<file path="src/rtl/cfgLoadPkg.sv">
package cfgLoadPkg;

  // Strobes from control to datapath, one per datapath action.
  typedef struct packed {
    logic loadBase;   // latch the start address
    logic issueReq;   // request issued, advance address
    logic pushWord;   // returned word enters the FIFO
    logic popWord;    // FIFO head moves into the serializer
    logic shiftByte;  // current byte taken by the port
  } dpStrobes_t;

  typedef enum logic [0:0] {
    ST_IDLE = 1'b0,
    ST_RUN  = 1'b1
  } loadState_t;

endpackage

</file>
<file path="src/rtl/cfgWordFifo.sv">
module cfgWordFifo #(
  parameter int WIDTH = 32,
  parameter int DEPTH = 4
) (
  input  logic             clk,
  input  logic             rstN,
  input  logic             push,
  input  logic             pop,
  input  logic [WIDTH-1:0] wrData,
  output logic [WIDTH-1:0] rdData,
  output logic             full,
  output logic             empty
);
  localparam int PTR_W = (DEPTH > 1) ? $clog2(DEPTH) : 1;
  localparam int CNT_W = $clog2(DEPTH + 1);

  logic [WIDTH-1:0] store [DEPTH];
  logic [PTR_W-1:0] wrPtr, rdPtr;
  logic [CNT_W-1:0] count;

  function automatic logic [PTR_W-1:0] nextPtr(input logic [PTR_W-1:0] p);
    return (p == PTR_W'(DEPTH - 1)) ? '0 : p + 1'b1;
  endfunction

  always_ff @(posedge clk) begin
    if (push) store[wrPtr] <= wrData;
  end

  always_ff @(posedge clk or negedge rstN) begin
    if (!rstN) begin
      wrPtr <= '0;
      rdPtr <= '0;
      count <= '0;
    end else begin
      if (push) wrPtr <= nextPtr(wrPtr);
      if (pop)  rdPtr <= nextPtr(rdPtr);
      case ({push, pop})
        2'b10:   count <= count + 1'b1;
        2'b01:   count <= count - 1'b1;
        default: count <= count;
      endcase
    end
  end

  assign rdData = store[rdPtr];
  assign full   = (count == CNT_W'(DEPTH));
  assign empty  = (count == '0);

endmodule

</file>
<file path="src/rtl/cfgLoadDatapath.sv">
module cfgLoadDatapath
  import cfgLoadPkg::*;
#(
  parameter int ADDR_W = 24,
  parameter int WORD_W = 32,
  parameter int DEPTH  = 4
) (
  input  logic              clk,
  input  logic              rstN,
  input  dpStrobes_t        strobes,
  input  logic [ADDR_W-1:0] baseAddr,
  input  logic [WORD_W-1:0] memData,
  output logic [ADDR_W-1:0] memAddr,
  output logic [7:0]        portData,
  output logic              fifoFull,
  output logic              fifoEmpty
);
  logic [ADDR_W-1:0] addrReg;
  logic [WORD_W-1:0] headWord;
  logic [WORD_W-1:0] shiftReg;

  always_ff @(posedge clk or negedge rstN) begin
    if (!rstN) begin
      addrReg <= '0;
    end else if (strobes.loadBase) begin
      addrReg <= baseAddr;
    end else if (strobes.issueReq) begin
      addrReg <= addrReg + 1'b1;
    end
  end

  cfgWordFifo #(
    .WIDTH(WORD_W),
    .DEPTH(DEPTH)
  ) u_fifo (
    .clk   (clk),
    .rstN  (rstN),
    .push  (strobes.pushWord),
    .pop   (strobes.popWord),
    .wrData(memData),
    .rdData(headWord),
    .full  (fifoFull),
    .empty (fifoEmpty)
  );

  // A fresh word takes priority over shifting out the last byte of the old one.
  always_ff @(posedge clk or negedge rstN) begin
    if (!rstN) begin
      shiftReg <= '0;
    end else if (strobes.popWord) begin
      shiftReg <= headWord;
    end else if (strobes.shiftByte) begin
      shiftReg <= {shiftReg[WORD_W-9:0], 8'h00};
    end
  end

  assign memAddr  = addrReg;
  assign portData = shiftReg[WORD_W-1 -: 8];

endmodule

</file>
<file path="src/rtl/cfgLoadCtrl.sv">
module cfgLoadCtrl
  import cfgLoadPkg::*;
#(
  parameter int CNT_W = 17,
  parameter int BYTES = 4
) (
  input  logic             clk,
  input  logic             rstN,
  input  logic             startReq,
  input  logic [CNT_W-1:0] wordCount,
  input  logic             memValid,
  input  logic             portBusy,
  input  logic             fifoFull,
  input  logic             fifoEmpty,
  output dpStrobes_t       strobes,
  output logic             busyOut,
  output logic             doneOut,
  output logic             errOut,
  output logic             memReq,
  output logic             portCe,
  output logic             portWrite
);
  localparam int IDX_W = (BYTES > 1) ? $clog2(BYTES) : 1;

  loadState_t       state;
  logic [CNT_W-1:0] reqLeft;
  logic [CNT_W-1:0] sendLeft;
  logic             outstanding;
  logic             haveWord;
  logic [IDX_W-1:0] byteIdx;

  logic startOk, startBad, accept, lastByte, wordDone, finalWord;
  logic issue, push, pop;

  always_comb begin
    startOk   = (state == ST_IDLE) && startReq && (wordCount != '0);
    startBad  = (state == ST_IDLE) && startReq && (wordCount == '0);
    accept    = haveWord && !portBusy;
    lastByte  = (byteIdx == IDX_W'(BYTES - 1));
    wordDone  = accept && lastByte;
    finalWord = (sendLeft == CNT_W'(1));
    issue     = (state == ST_RUN) && (reqLeft != '0) && !outstanding && !fifoFull;
    push      = memValid && outstanding;
    pop       = (state == ST_RUN) && !fifoEmpty &&
                (!haveWord || (wordDone && !finalWord));

    strobes.loadBase  = startOk;
    strobes.issueReq  = issue;
    strobes.pushWord  = push;
    strobes.popWord   = pop;
    strobes.shiftByte = accept;
  end

  always_ff @(posedge clk or negedge rstN) begin
    if (!rstN) begin
      state       <= ST_IDLE;
      reqLeft     <= '0;
      sendLeft    <= '0;
      outstanding <= 1'b0;
      haveWord    <= 1'b0;
      byteIdx     <= '0;
      doneOut     <= 1'b0;
      errOut      <= 1'b0;
    end else begin
      doneOut <= wordDone && finalWord;
      errOut  <= startBad;

      if (startOk) begin
        state    <= ST_RUN;
        reqLeft  <= wordCount;
        sendLeft <= wordCount;
        byteIdx  <= '0;
      end else begin
        if (wordDone && finalWord) state <= ST_IDLE;
        if (issue)    reqLeft  <= reqLeft - 1'b1;
        if (wordDone) sendLeft <= sendLeft - 1'b1;
        if (accept)   byteIdx  <= lastByte ? '0 : byteIdx + 1'b1;
      end

      if (issue)     outstanding <= 1'b1;
      else if (push) outstanding <= 1'b0;

      if (pop)           haveWord <= 1'b1;
      else if (wordDone) haveWord <= 1'b0;
    end
  end

  assign busyOut   = (state == ST_RUN);
  assign memReq    = issue;
  assign portCe    = haveWord;
  assign portWrite = haveWord;

endmodule

</file>
<file path="src/rtl/bitstreamLoader.sv">
module bitstreamLoader
  import cfgLoadPkg::*;
#(
  parameter int ADDR_W     = 24,
  parameter int CNT_W      = 17,
  parameter int WORD_W     = 32,
  parameter int FIFO_DEPTH = 4
) (
  input  logic              clk,
  input  logic              rstN,
  input  logic              startReq,
  input  logic [ADDR_W-1:0] baseAddr,
  input  logic [CNT_W-1:0]  wordCount,
  output logic              busyOut,
  output logic              doneOut,
  output logic              errOut,
  output logic              memReq,
  output logic [ADDR_W-1:0] memAddr,
  input  logic              memValid,
  input  logic [WORD_W-1:0] memData,
  output logic              portCe,
  output logic              portWrite,
  output logic [7:0]        portData,
  input  logic              portBusy
);
  localparam int BYTES = WORD_W / 8;

  dpStrobes_t strobes;
  logic fifoFull, fifoEmpty;
  logic pushW, popW;

  cfgLoadCtrl #(
    .CNT_W(CNT_W),
    .BYTES(BYTES)
  ) u_ctrl (
    .clk      (clk),
    .rstN     (rstN),
    .startReq (startReq),
    .wordCount(wordCount),
    .memValid (memValid),
    .portBusy (portBusy),
    .fifoFull (fifoFull),
    .fifoEmpty(fifoEmpty),
    .strobes  (strobes),
    .busyOut  (busyOut),
    .doneOut  (doneOut),
    .errOut   (errOut),
    .memReq   (memReq),
    .portCe   (portCe),
    .portWrite(portWrite)
  );

  cfgLoadDatapath #(
    .ADDR_W(ADDR_W),
    .WORD_W(WORD_W),
    .DEPTH (FIFO_DEPTH)
  ) u_dp (
    .clk      (clk),
    .rstN     (rstN),
    .strobes  (strobes),
    .baseAddr (baseAddr),
    .memData  (memData),
    .memAddr  (memAddr),
    .portData (portData),
    .fifoFull (fifoFull),
    .fifoEmpty(fifoEmpty)
  );

  assign pushW = strobes.pushWord;
  assign popW  = strobes.popWord;

endmodule

</file>
<file path="config.mk">
export PLATFORM = sky130hd
export DESIGN_NAME = bitstreamLoader
export DESIGN_NICKNAME = d
export VERILOG_FILES = /design/src/rtl/cfgLoadPkg.sv /design/src/rtl/cfgWordFifo.sv /design/src/rtl/cfgLoadDatapath.sv /design/src/rtl/cfgLoadCtrl.sv /design/src/rtl/bitstreamLoader.sv
export SDC_FILE = /design/constraint.sdc
export NUM_CORES = 1
export LEC_CHECK = 0
export ABC_AREA = 1
export BUFFER_PORTS_ARGS = -buffer_cell sky130_fd_sc_hd__buf_4
export CORE_MARGIN = 4
export CORE_UTILIZATION = 40
export CTS_CLUSTER_SIZE = 12
export DETAILED_ROUTE_END_ITERATION = 7
export HOLD_SLACK_MARGIN = 0.05
export PLACE_DENSITY = 0.59
export SKIP_CTS_REPAIR_TIMING = 1
export SLEW_MARGIN = 20
export SYNTH_ARGS = -nofsm -noshare
export SYNTH_HDL_FRONTEND = slang
export SYNTH_HIERARCHICAL = 1
export SYNTH_SLANG_ARGS = --single-unit
</file>
<file path="constraint.sdc">
create_clock -name clk -period 5 [get_ports clk]
set_input_delay 0.5 -clock clk [delete_from_list [all_inputs] [get_ports clk]]
set_output_delay 0.5 -clock clk [all_outputs]
set_load 0.005 [all_outputs]
</file>
# Word-level counts from Yosys, hierarchy flattened
# Memory sizes are Yosys's and may differ from the RTL's.
# Cells that the tools add are included.
[word_totals]
reg_bits = 104
ramBits = 128
input_bits = 78
word_cells = 84
n_memories = 1
[op_classes]
add_sub_neg = 8
n_eq_ne = 7
mux = 22
n_bitwise = 1
reduce_logical = 32
[memory_table]
columns = ["memory", "words", "word_bits", "rd", "rd_clocked_by_memory_dff", "write_ports", "line_no", "source"]
rows = [
  ["u_dp.u_fifo.store", 4, 32, 1, 0, 1, "cfgWordFifo.sv:17", "logic [WIDTH-1:0] store [DEPTH];"],
]
[op_table]
columns = ["op", "count"]
rows = [
  ["$mux 17", 4],
  ["$mux 32", 2],
  ["$mux 24", 2],
  ["$reduce_bool 17->1", 2],
  ["$sub 17x1->17 const B", 2],
  ["$add 24x1->24 const B", 1],
  ["$eq 17x1->1 const B", 1],
  ["$logic_not 17->1", 1],
  ["$reduce_bool 2->1", 8],
  ["$logic_and 1x1->1", 13],
  ["$mux 2", 5],
  ["$eq 2x2->1 const B", 4],
  ["$mux 1", 8],
  ["$add 2x1->2 const B", 3],
  ["$logic_not 1->1", 6],
  ["$pmux 3 s2", 1],
  ["$add 3x1->3 const B", 1],
  ["$eq 3x3->1 const B", 1],
  ["$logic_not 3->1", 1],
  ["$sub 3x1->3 const B", 1],
  ["$eq 2x1->1 const B", 1],
  ["$logic_or 1x1->1", 1],
  ["$not 1->1", 1],
]

# Longest topological paths before layout
# Gate-level depths: netlist (run 1).
[depth]
word_depth = 8
mapped_depth = 16
ltp_nobuf = 15

# By module
# The synthesis (run 1) kept the hierarchy.
[by_module_without_submodules]
columns = ["module", "n_inst", "cells_per_inst", "area_each_um2", "seq_area_each_um2"]
rows = [
  ["cfgWordFifo", 1, 428, 5567.8, 4018.9],
  ["cfgLoadDatapath", 1, 379, 3138.0, 1401.3],
  ["cfgLoadCtrl", 1, 422, 2788.9, 1026.0],
]

# Worst setup path before layout (run 1)
# No wires, ideal clock.
[synth_timing]
kind = "input-to-reg"
start = "in wordCount[2]"
end = "reg u_dp.addrReg[11] (netlist: u_dp/memAddr[11])"
setup_ns = 0.066
t_arrival_ns = 2.188
required_ns = 4.934
path_slack_ns = 2.746
path_stages = 14
path_buffers = 4
cell_sequence = "or2_1 -> nor2_2 -> nand3_4 -> nand2_4 -> inv_2 -> buf_2 -> buf_4 -> buf_2 -> inv_1 -> nand2_2 -> inv_1 -> clkbuf_8 -> o21ai_0 -> nand2_1"
[synth_between]
elab_chain_len = 3
word_cells_on_any_way = 4
cone_classes = "mux: 1; reduce/logical: 3"
[synth_rtl]
columns = ["element", "line_no", "source"]
rows = [
  ["from (decl)", "bitstreamLoader.sv:13", "input logic [CNT_W-1:0] wordCount,"],
  ["$reduce_bool 17->1 (*)", "cfgLoadCtrl.sv:36", "startOk = (state == ST_IDLE) && startReq && (wordCount != '0);"],
  ["$logic_and 1x1->1 (*)", "cfgLoadCtrl.sv:36", ""],
  ["net u_ctrl.startOk", "cfgLoadCtrl.sv:32", "logic startOk, startBad, accept, lastByte, wordDone, finalWord;"],
  ["$mux 24 or $reduce_bool 2->1 (tied branches)", "n/a", ""],
  ["to (signal assigned)", "cfgLoadDatapath.sv:26", "addrReg <= baseAddr;"],
  ["to (signal assigned)", "cfgLoadDatapath.sv:28", "addrReg <= addrReg + 1'b1;"],
  ["to (decl)", "cfgLoadDatapath.sv:18", "logic [ADDR_W-1:0] addrReg;"],
]
# The timed path passes the listed nets; every way through them passes the cells marked *.
# A chain may end at the register's enable or synchronous reset.

==> flow_metrics.tcl, run 1 <==
set metrics [dict create \
    tns_ns 0 \
    core_sq_um 28100 \
    worst-setup-path-type "reg2reg" \
    utilization 0.471 \
    clock_sinks 232 \
    num_io_pins 116 \
    grt_start_max_net_pins 78 \
    hold_viol_final 0 \
    synth_area_leaders "edfxtp_1, dfrtp_1, nand2_1, inv_1, o211ai_1" \
    p_leak_uw 0.00604 \
    slew_viol_final 0 \
    slew-limit-headroom 0.275 \
    cp.required_ns 5.36 \
    rsz0062_at_grt "false" \
    dp.cells 1665 \
    antenna_found_initial 0 \
    wire_per_inst_microns 15.6 \
    grt_pass1_vias 8073 \
    maxCapViolCount 0 \
    initial_core_util 0.409 \
    grtUsageTotal 0.167 \
    synth_edf_count 128 \
    dpl.hpwl_microns 17800 \
    ys_warn_count 6 \
    start_kind "flop" \
    synth_ff_type "edfxtp_1" \
    htreeDepth 1 \
    clock-root-buffer "clkbuf_16" \
    synth_top_area_share 0.334 \
    seqCellArea_sq_um 6450 \
    max_freq_ghz 0.298 \
    avgViaCountPerCell 4.95 \
    postSynthCellCount 1229 \
    worstRegToRegCells 9 \
    post-route-period-util 0.671 \
    cp.arrival_ns 3.71 \
    synth_nets 1319 \
    fillCellCount 2721 \
    yosys.area.top_type "edfxtp_1" \
    port_buffers 115 \
    endpoint "u_dp/shiftReg[31]$_DFFE_PN0P_" \
    die_h_microns 178 \
    cp_max_fo 32 \
    ys_seq_area_frac 0.561 \
    rrSetupSlack_ns 1.65 \
    synth_cell_types 36 \
    cts_max_path_buffers 3 \
    syn_area_per_cell_sq_um 9.35 \
    final_cell_area_sq_um 13200 \
    gr-total-overflow 0 \
    synth_common_cells "nand2_1, inv_1, edfxtp_1" \
    cp-end-kind "flop" \
    place_area_sq_um 12400 \
    vias 8491 \
    drtIter0Drc 580 \
    worst_pin_slew_ns 1.09 \
    die_x_microns 178 \
    gp_congestion 0.860 \
    setup_violations 0 \
    synth-seq-cells 232 \
    synth.most_common_cell "nand2_1" \
    ir_drop_v 0.000279 \
    async_reset_ff_frac 0.448 \
    num_rows 61 \
    ant_nets 0 \
    path_clk_slew_ns 0.06 \
    drc 0 \
    first_pass_iters 5 \
    grt_pass1_wl_microns 42400 \
    cts_tree "done" \
    finalWorstPathRequiredPeriod_ns 3.35 \
    hp-class "in2async" \
    fin_cells 1714 \
    drive_gt1_frac 0.144 \
    powerDensity_nw_per_um2 539 \
    insertion_delay_ns 0.54 \
    cts_buffers 27 \
    die_area_sq_um 31500 \
    reg2reg_from "u_ctrl/portCe$_DFFE_PN0P_" \
    nets 1406 \
    n_antenna_cell 0 \
    cp-startpoint "u_ctrl/portCe$_DFFE_PN0P_" \
    area_growth_pct 15.0 \
    outcome "finished clean" \
    multi_input_area_sq_um 3870 \
    worstReg2RegEnd "u_dp/shiftReg[31]$_DFFE_PN0P_" \
    skew_ns 0.0129 \
    drt_wl_total_microns 26800 \
    syn_area_sq_um 11500 \
]
-- power by group --
group	total, uW	leakage, uW	internal (uW)	switching (uW)
clock	1880	0.000418	1110	765
combinational	2390	0.00313	847	1540
sequential	2870	0.00249	2510	362
-- state kept, by name (all words and copies together), names as in the netlist --
name / cells
u_ctrl/busyOut: 1
u_ctrl/byteIdx: 2
u_ctrl/doneOut: 1
u_ctrl/errOut: 1
u_ctrl/outstanding: 1
u_ctrl/portCe: 1
u_ctrl/reqLeft: 17
u_ctrl/sendLeft: 17
u_dp/memAddr: 24
u_dp/shiftReg: 32
u_dp/u_fifo/count: 3
u_dp/u_fifo/rdPtr: 2
u_dp/u_fifo/store: 128
u_dp/u_fifo/wrPtr: 2
-- stage by stage --
stage	setup slack (ns)	hold slack [ns]	total power [uW]
finish	1.65	0.0356	7130
floorplan	2.75	0.204	4710
detailed placement	1.45	0.494	5320
global route	1.29	0.0894	7660
CTS	1.63	0.0637	7220
global placement	1.48	0.493	5260
-- area by class of cell --
type / count / area share
Clock buffer: 41 / 0.0581
Timing Repair Buffer: 120 / 0.0681
Clock inverter: 8 / 0.00596
Inverter: 181 / 0.0515
Tap cell: 378 / 0.0358
Multi-Input combinational cell: 754 / 0.293
Sequential cell: 232 / 0.488
-- how the worst min path moves through the flow --
| stage | to | slack, ns | cells after the start |
|---|---|---|---|
| after detailed placement | u_ctrl/reqLeft[16]$_DFFE_PN0P_ | 0.49 | 2 |
| after CTS | u_ctrl/sendLeft[3]$_DFFE_PN0P_ | 0.06 | 1 |
| final | u_ctrl/sendLeft[11]$_DFFE_PN0P_ | 0.04 | 1 |
| after global placement | u_dp/u_fifo/count[2]$_DFFE_PN0P_ | 0.49 | 2 |
| after global routing | u_ctrl/sendLeft[11]$_DFFE_PN0P_ | 0.09 | 1 |
| after floorplan | u_ctrl/busyOut$_DFFE_PN0P_ | 0.20 | 0 |
-- placed cells by master, fill, tap and decap left out, drive strengths merged, types with 12 or more instances in the layout --
master / netlist / layout
nand2: 364 / 364
inv: 181 / 181
edfxtp: 128 / 128
buf: 54 / 120
dfrtp: 104 / 104
nand3: 100 / 100
nor2: 88 / 88
o211ai: 68 / 68
clkbuf: 8 / 41
o21ai: 29 / 29
o221ai: 25 / 25
a22oi: 16 / 16
nand4: 12 / 12
-- worst max-delay path, stage by stage (launching register included) --
cell      delay (ns)
dfrtp_1         0.38
inv_1           0.08
nor2_2          0.22
nand2_1         0.30
a211oi_1        0.27
o21ai_0         0.16
inv_1           0.29
buf_4           0.37
or2_1           0.87
o221ai_1        0.21
-- per-layer routing --
layer | vias up | share of wire | routed length (microns) | track usage
met1 | 4015 | 0.45 | 12000 | 0.224
met4 | 0 | 0.017 | 459 | 0.0345
li1 | 4239 | - | - | -
met5 | - | 0 | 0 | 0
met2 | 199 | 0.49 | 13000 | 0.290
met3 | 38 | 0.051 | 1380 | 0.0262
-- logic make-up (layout without fill, tap and decap cells) --
group / Yosys count / count (layout) / share of synthesized area
AND/OR/NAND/NOR: 575 / 575 / 0.217
XOR/XNOR: 16 / 16 / 0.0122
buffers and inverters: 243 / 350 / 0.102
AO/OA/AOI/OAI: 151 / 151 / 0.0938
flip-flops: 232 / 232 / 0.561
adder cells (fa/ha/maj): 12 / 12 / 0.0137
No activity file was read; power rests on OpenSTA's default activity.
==> run 2: changes to the inputs <==
--- a/config.mk
+++ b/config.mk
@@ -5,7 +5,7 @@
 export SDC_FILE = /design/constraint.sdc
 export NUM_CORES = 1
 export LEC_CHECK = 0
-export ABC_AREA = 1
+export ABC_AREA = 0
 export BUFFER_PORTS_ARGS = -buffer_cell sky130_fd_sc_hd__buf_4
 export CORE_MARGIN = 4
 export CORE_UTILIZATION = 40
==> constraint.sdc (replaced) <==
create_clock -name clk -period 3.1 [get_ports clk]
set_input_delay 0.31 -clock clk [delete_from_list [all_inputs] [get_ports clk]]
set_output_delay 0.31 -clock clk [all_outputs]
set_load 0.005 [all_outputs]
==> flow_metrics.tcl, run 2 <==
set metrics [dict create \
    reg2reg_from "u_ctrl/sendLeft[11]$_DFFE_PN0P_" \
    clock-root-buffer "clkbuf_16" \
    drive_gt1_frac 0.232 \
    drt_wl_total_microns 22500 \
    worst-setup-path-type "reg2reg" \
    cp.arrival_ns 3.39 \
    rrSetupSlack_ns 0.11 \
    outcome "finished clean" \
    skew_ns 0.0143 \
    die_area_sq_um 28200 \
    worst_pin_slew_ns 0.676 \
    syn_area_per_cell_sq_um 13.6 \
    grt_pass1_wl_microns 36000 \
    tns_ns 0 \
    slew-limit-headroom 0.546 \
    die_x_microns 168 \
    worstRegToRegCells 11 \
    setup_violations 0 \
    core_sq_um 25200 \
    final_cell_mix "buf_4, edfxtp_1, dfrtp_1" \
    whs_ns 0.0291 \
    ir_drop_v 0.000537 \
    regMostFlops "u_dp/u_fifo/store" \
    antenna_found_initial 0 \
    nets 1007 \
    grtUsageTotal 0.156 \
    ys_warn_count 6 \
    hp-start "baseAddr[3]" \
    multi_input_area_sq_um 3410 \
    cts_tree "done" \
    cts_buffers 25 \
    gr-total-overflow 0 \
    insertion_delay_ns 0.53 \
    n_antenna_cell 0 \
    dpl.hpwl_microns 14800 \
    max_freq_ghz 0.335 \
    async_reset_ff_frac 0.448 \
    cp-end-kind "flop" \
    port_buffers 115 \
    die_h_microns 168 \
    utilization 0.504 \
    avgViaCountPerCell 5.25 \
    cp_max_fo 4 \
    seqCellArea_sq_um 6450 \
    synth-seq-cells 232 \
    worstReg2RegEnd "u_dp/u_fifo/count[2]$_DFFE_PN0P_" \
    synth_ff_type "edfxtp_1" \
    p_leak_uw 0.00488 \
    synth_nets 843 \
    num_rows 58 \
    wire_per_inst_microns 17.8 \
    slew_viol_final 0 \
    first_pass_iters 5 \
    gp_congestion 0.802 \
    syn_area_sq_um 10200 \
    hold_viol_final 0 \
    clock_sinks 232 \
    hold_depth 3 \
    path_clk_slew_ns 0.06 \
    grt_pass1_vias 6615 \
    cp_slowest_cell "or4_4" \
    num_io_pins 116 \
    rsz0062_at_grt "false" \
    ys_seq_area_frac 0.629 \
    synth_area_leaders "edfxtp_1, dfrtp_1, mux4_2, o21ai_0, mux2i_1" \
    grt_start_max_net_pins 67 \
    synth_cell_types 64 \
    post-route-period-util 0.964 \
    cts_max_path_buffers 3 \
    synth_top_area_share 0.375 \
    synth.most_common_cell "edfxtp_1" \
    min_to "u_dp/memAddr[3]$_DFFE_PN0P_" \
    cp-startpoint "u_ctrl/sendLeft[11]$_DFFE_PN0P_" \
    yosys.area.top_type "edfxtp_1" \
    initial_core_util 0.407 \
    vias 6638 \
    synth_common_cells "edfxtp_1, dfrtp_1, nand2_1" \
    ant_nets 0 \
    critPathMaxStageDelay_ns 0.55 \
    drc 0 \
    htreeDepth 1 \
    hp-class "in2reg" \
    fillCellCount 2183 \
    finalWorstPathRequiredPeriod_ns 2.99 \
    cp.required_ns 3.51 \
    start_kind "flop" \
    final_common_cell "buf_4" \
    drtIter0Drc 398 \
    path_cells "or4_4 > or4_4 > or3_4 > a21oi_2 > nor2_4 > ha_1 > inv_1 > fa_1 > xor2_1 > nor2_1 > xor2_1" \
    synth_edf_count 128 \
    maxCapViolCount 0 \
    powerDensity_nw_per_um2 823 \
    postSynthCellCount 753 \
    power_uw 10500 \
    area_growth_pct 23.9 \
    largest_register_ffs 128 \
]
==> run 2: changes by cell type after synthesis, moves of 19 or more <==
cell | previous run | this run
nand2_1 | 353 | 75
o21ai_0 | 22 | 71
nor2_1 | 74 | 31
inv_1 | 177 | 17
nand3_1 | 99 | 18
o221ai_1 | 25 | 0
o211ai_1 | 68 | 4
buf_6 | 22 | 3
mux4_2 | 0 | 28
mux2i_1 | 0 | 29
==> run 2: worst max-delay path: cells and delay by family (launching register included) <==
family | cells | cell delay, ns
AND/OR/NAND/NOR | 5 | 1.53
buffers and inverters | 1 | 0.07
AO/OA/AOI/OAI | 1 | 0.20
XOR/XNOR | 2 | 0.30
adder cells (fa/ha/maj) | 2 | 0.38
flip-flops | 1 | 0.39
==> run 2: worst max path at each step <==
| stage | cells past startpoint | slack, ns | end |
|---|---|---|---|
| 2_1_floorplan | 12 | 0.18 | u_dp/u_fifo/count[2]$_DFFE_PN0P_ |
| 3_3_place_gp | 11 | 0.17 | u_dp/u_fifo/count[2]$_DFFE_PN0P_ |
| 3_5_place_dp | 11 | 0.12 | u_dp/u_fifo/count[2]$_DFFE_PN0P_ |
| 4_1_cts | 11 | 0.12 | u_dp/u_fifo/count[2]$_DFFE_PN0P_ |
| 5_1_grt | 11 | 0.02 | u_dp/u_fifo/count[2]$_DFFE_PN0P_ |
| 6_report | 11 | 0.11 | u_dp/u_fifo/count[2]$_DFFE_PN0P_ |
==> run 2: metal layers <==
layer	wire length, microns	track usage
met1	10000	0.216
met2	11000	0.260
met3	1040	0.0263
met4	448	0.0381
met5	0	0
==> run 2: kinds of logic after synthesis <==
| group | count (synthesis) | synth area share |
|---|---|---|
| DFF | 232 | 0.629 |
| and+or+nand+nor | 213 | 0.107 |
| AOI/OAI and AO/OA | 129 | 0.0772 |
| buffers and inverters | 70 | 0.0393 |
| muxes | 64 | 0.103 |
| xor gates and xnor gates | 33 | 0.0282 |
| adders and majority gates | 12 | 0.0154 |
==> run 2: cell type report <==
| class | instances | share of cell area |
|---|---|---|
| flip-flops and latches | 232 | 0.508 |
| multi-input cells | 451 | 0.269 |
| repair buffers | 188 | 0.126 |
| clock buffers | 35 | 0.0554 |
| well taps | 330 | 0.0325 |
| inverters | 19 | 0.00562 |
| clock inverters | 9 | 0.00453 |
==> run 2: metrics by stage <==
step	setup slack [ns]	cells	area [sq um]
2_1_floorplan	0.178	753	10200
3_3_place_gp	0.170	1167	11400
3_5_place_dp	0.124	1167	11400
4_1_cts	0.116	1211	12200
5_1_grt	0.0233	1264	12700
6_report	0.112	1264	12700
==> run 2: power by group <==
part / switching (uW) / internal (uW) / leakage [uW] / total [uW]
sequential: 594 / 4060 / 0.00243 / 4650
clock: 1170 / 1580 / 0.000372 / 2750
combinational: 1530 / 1520 / 0.00208 / 3050
total: 3300 / 7160 / 0.00488 / 10500
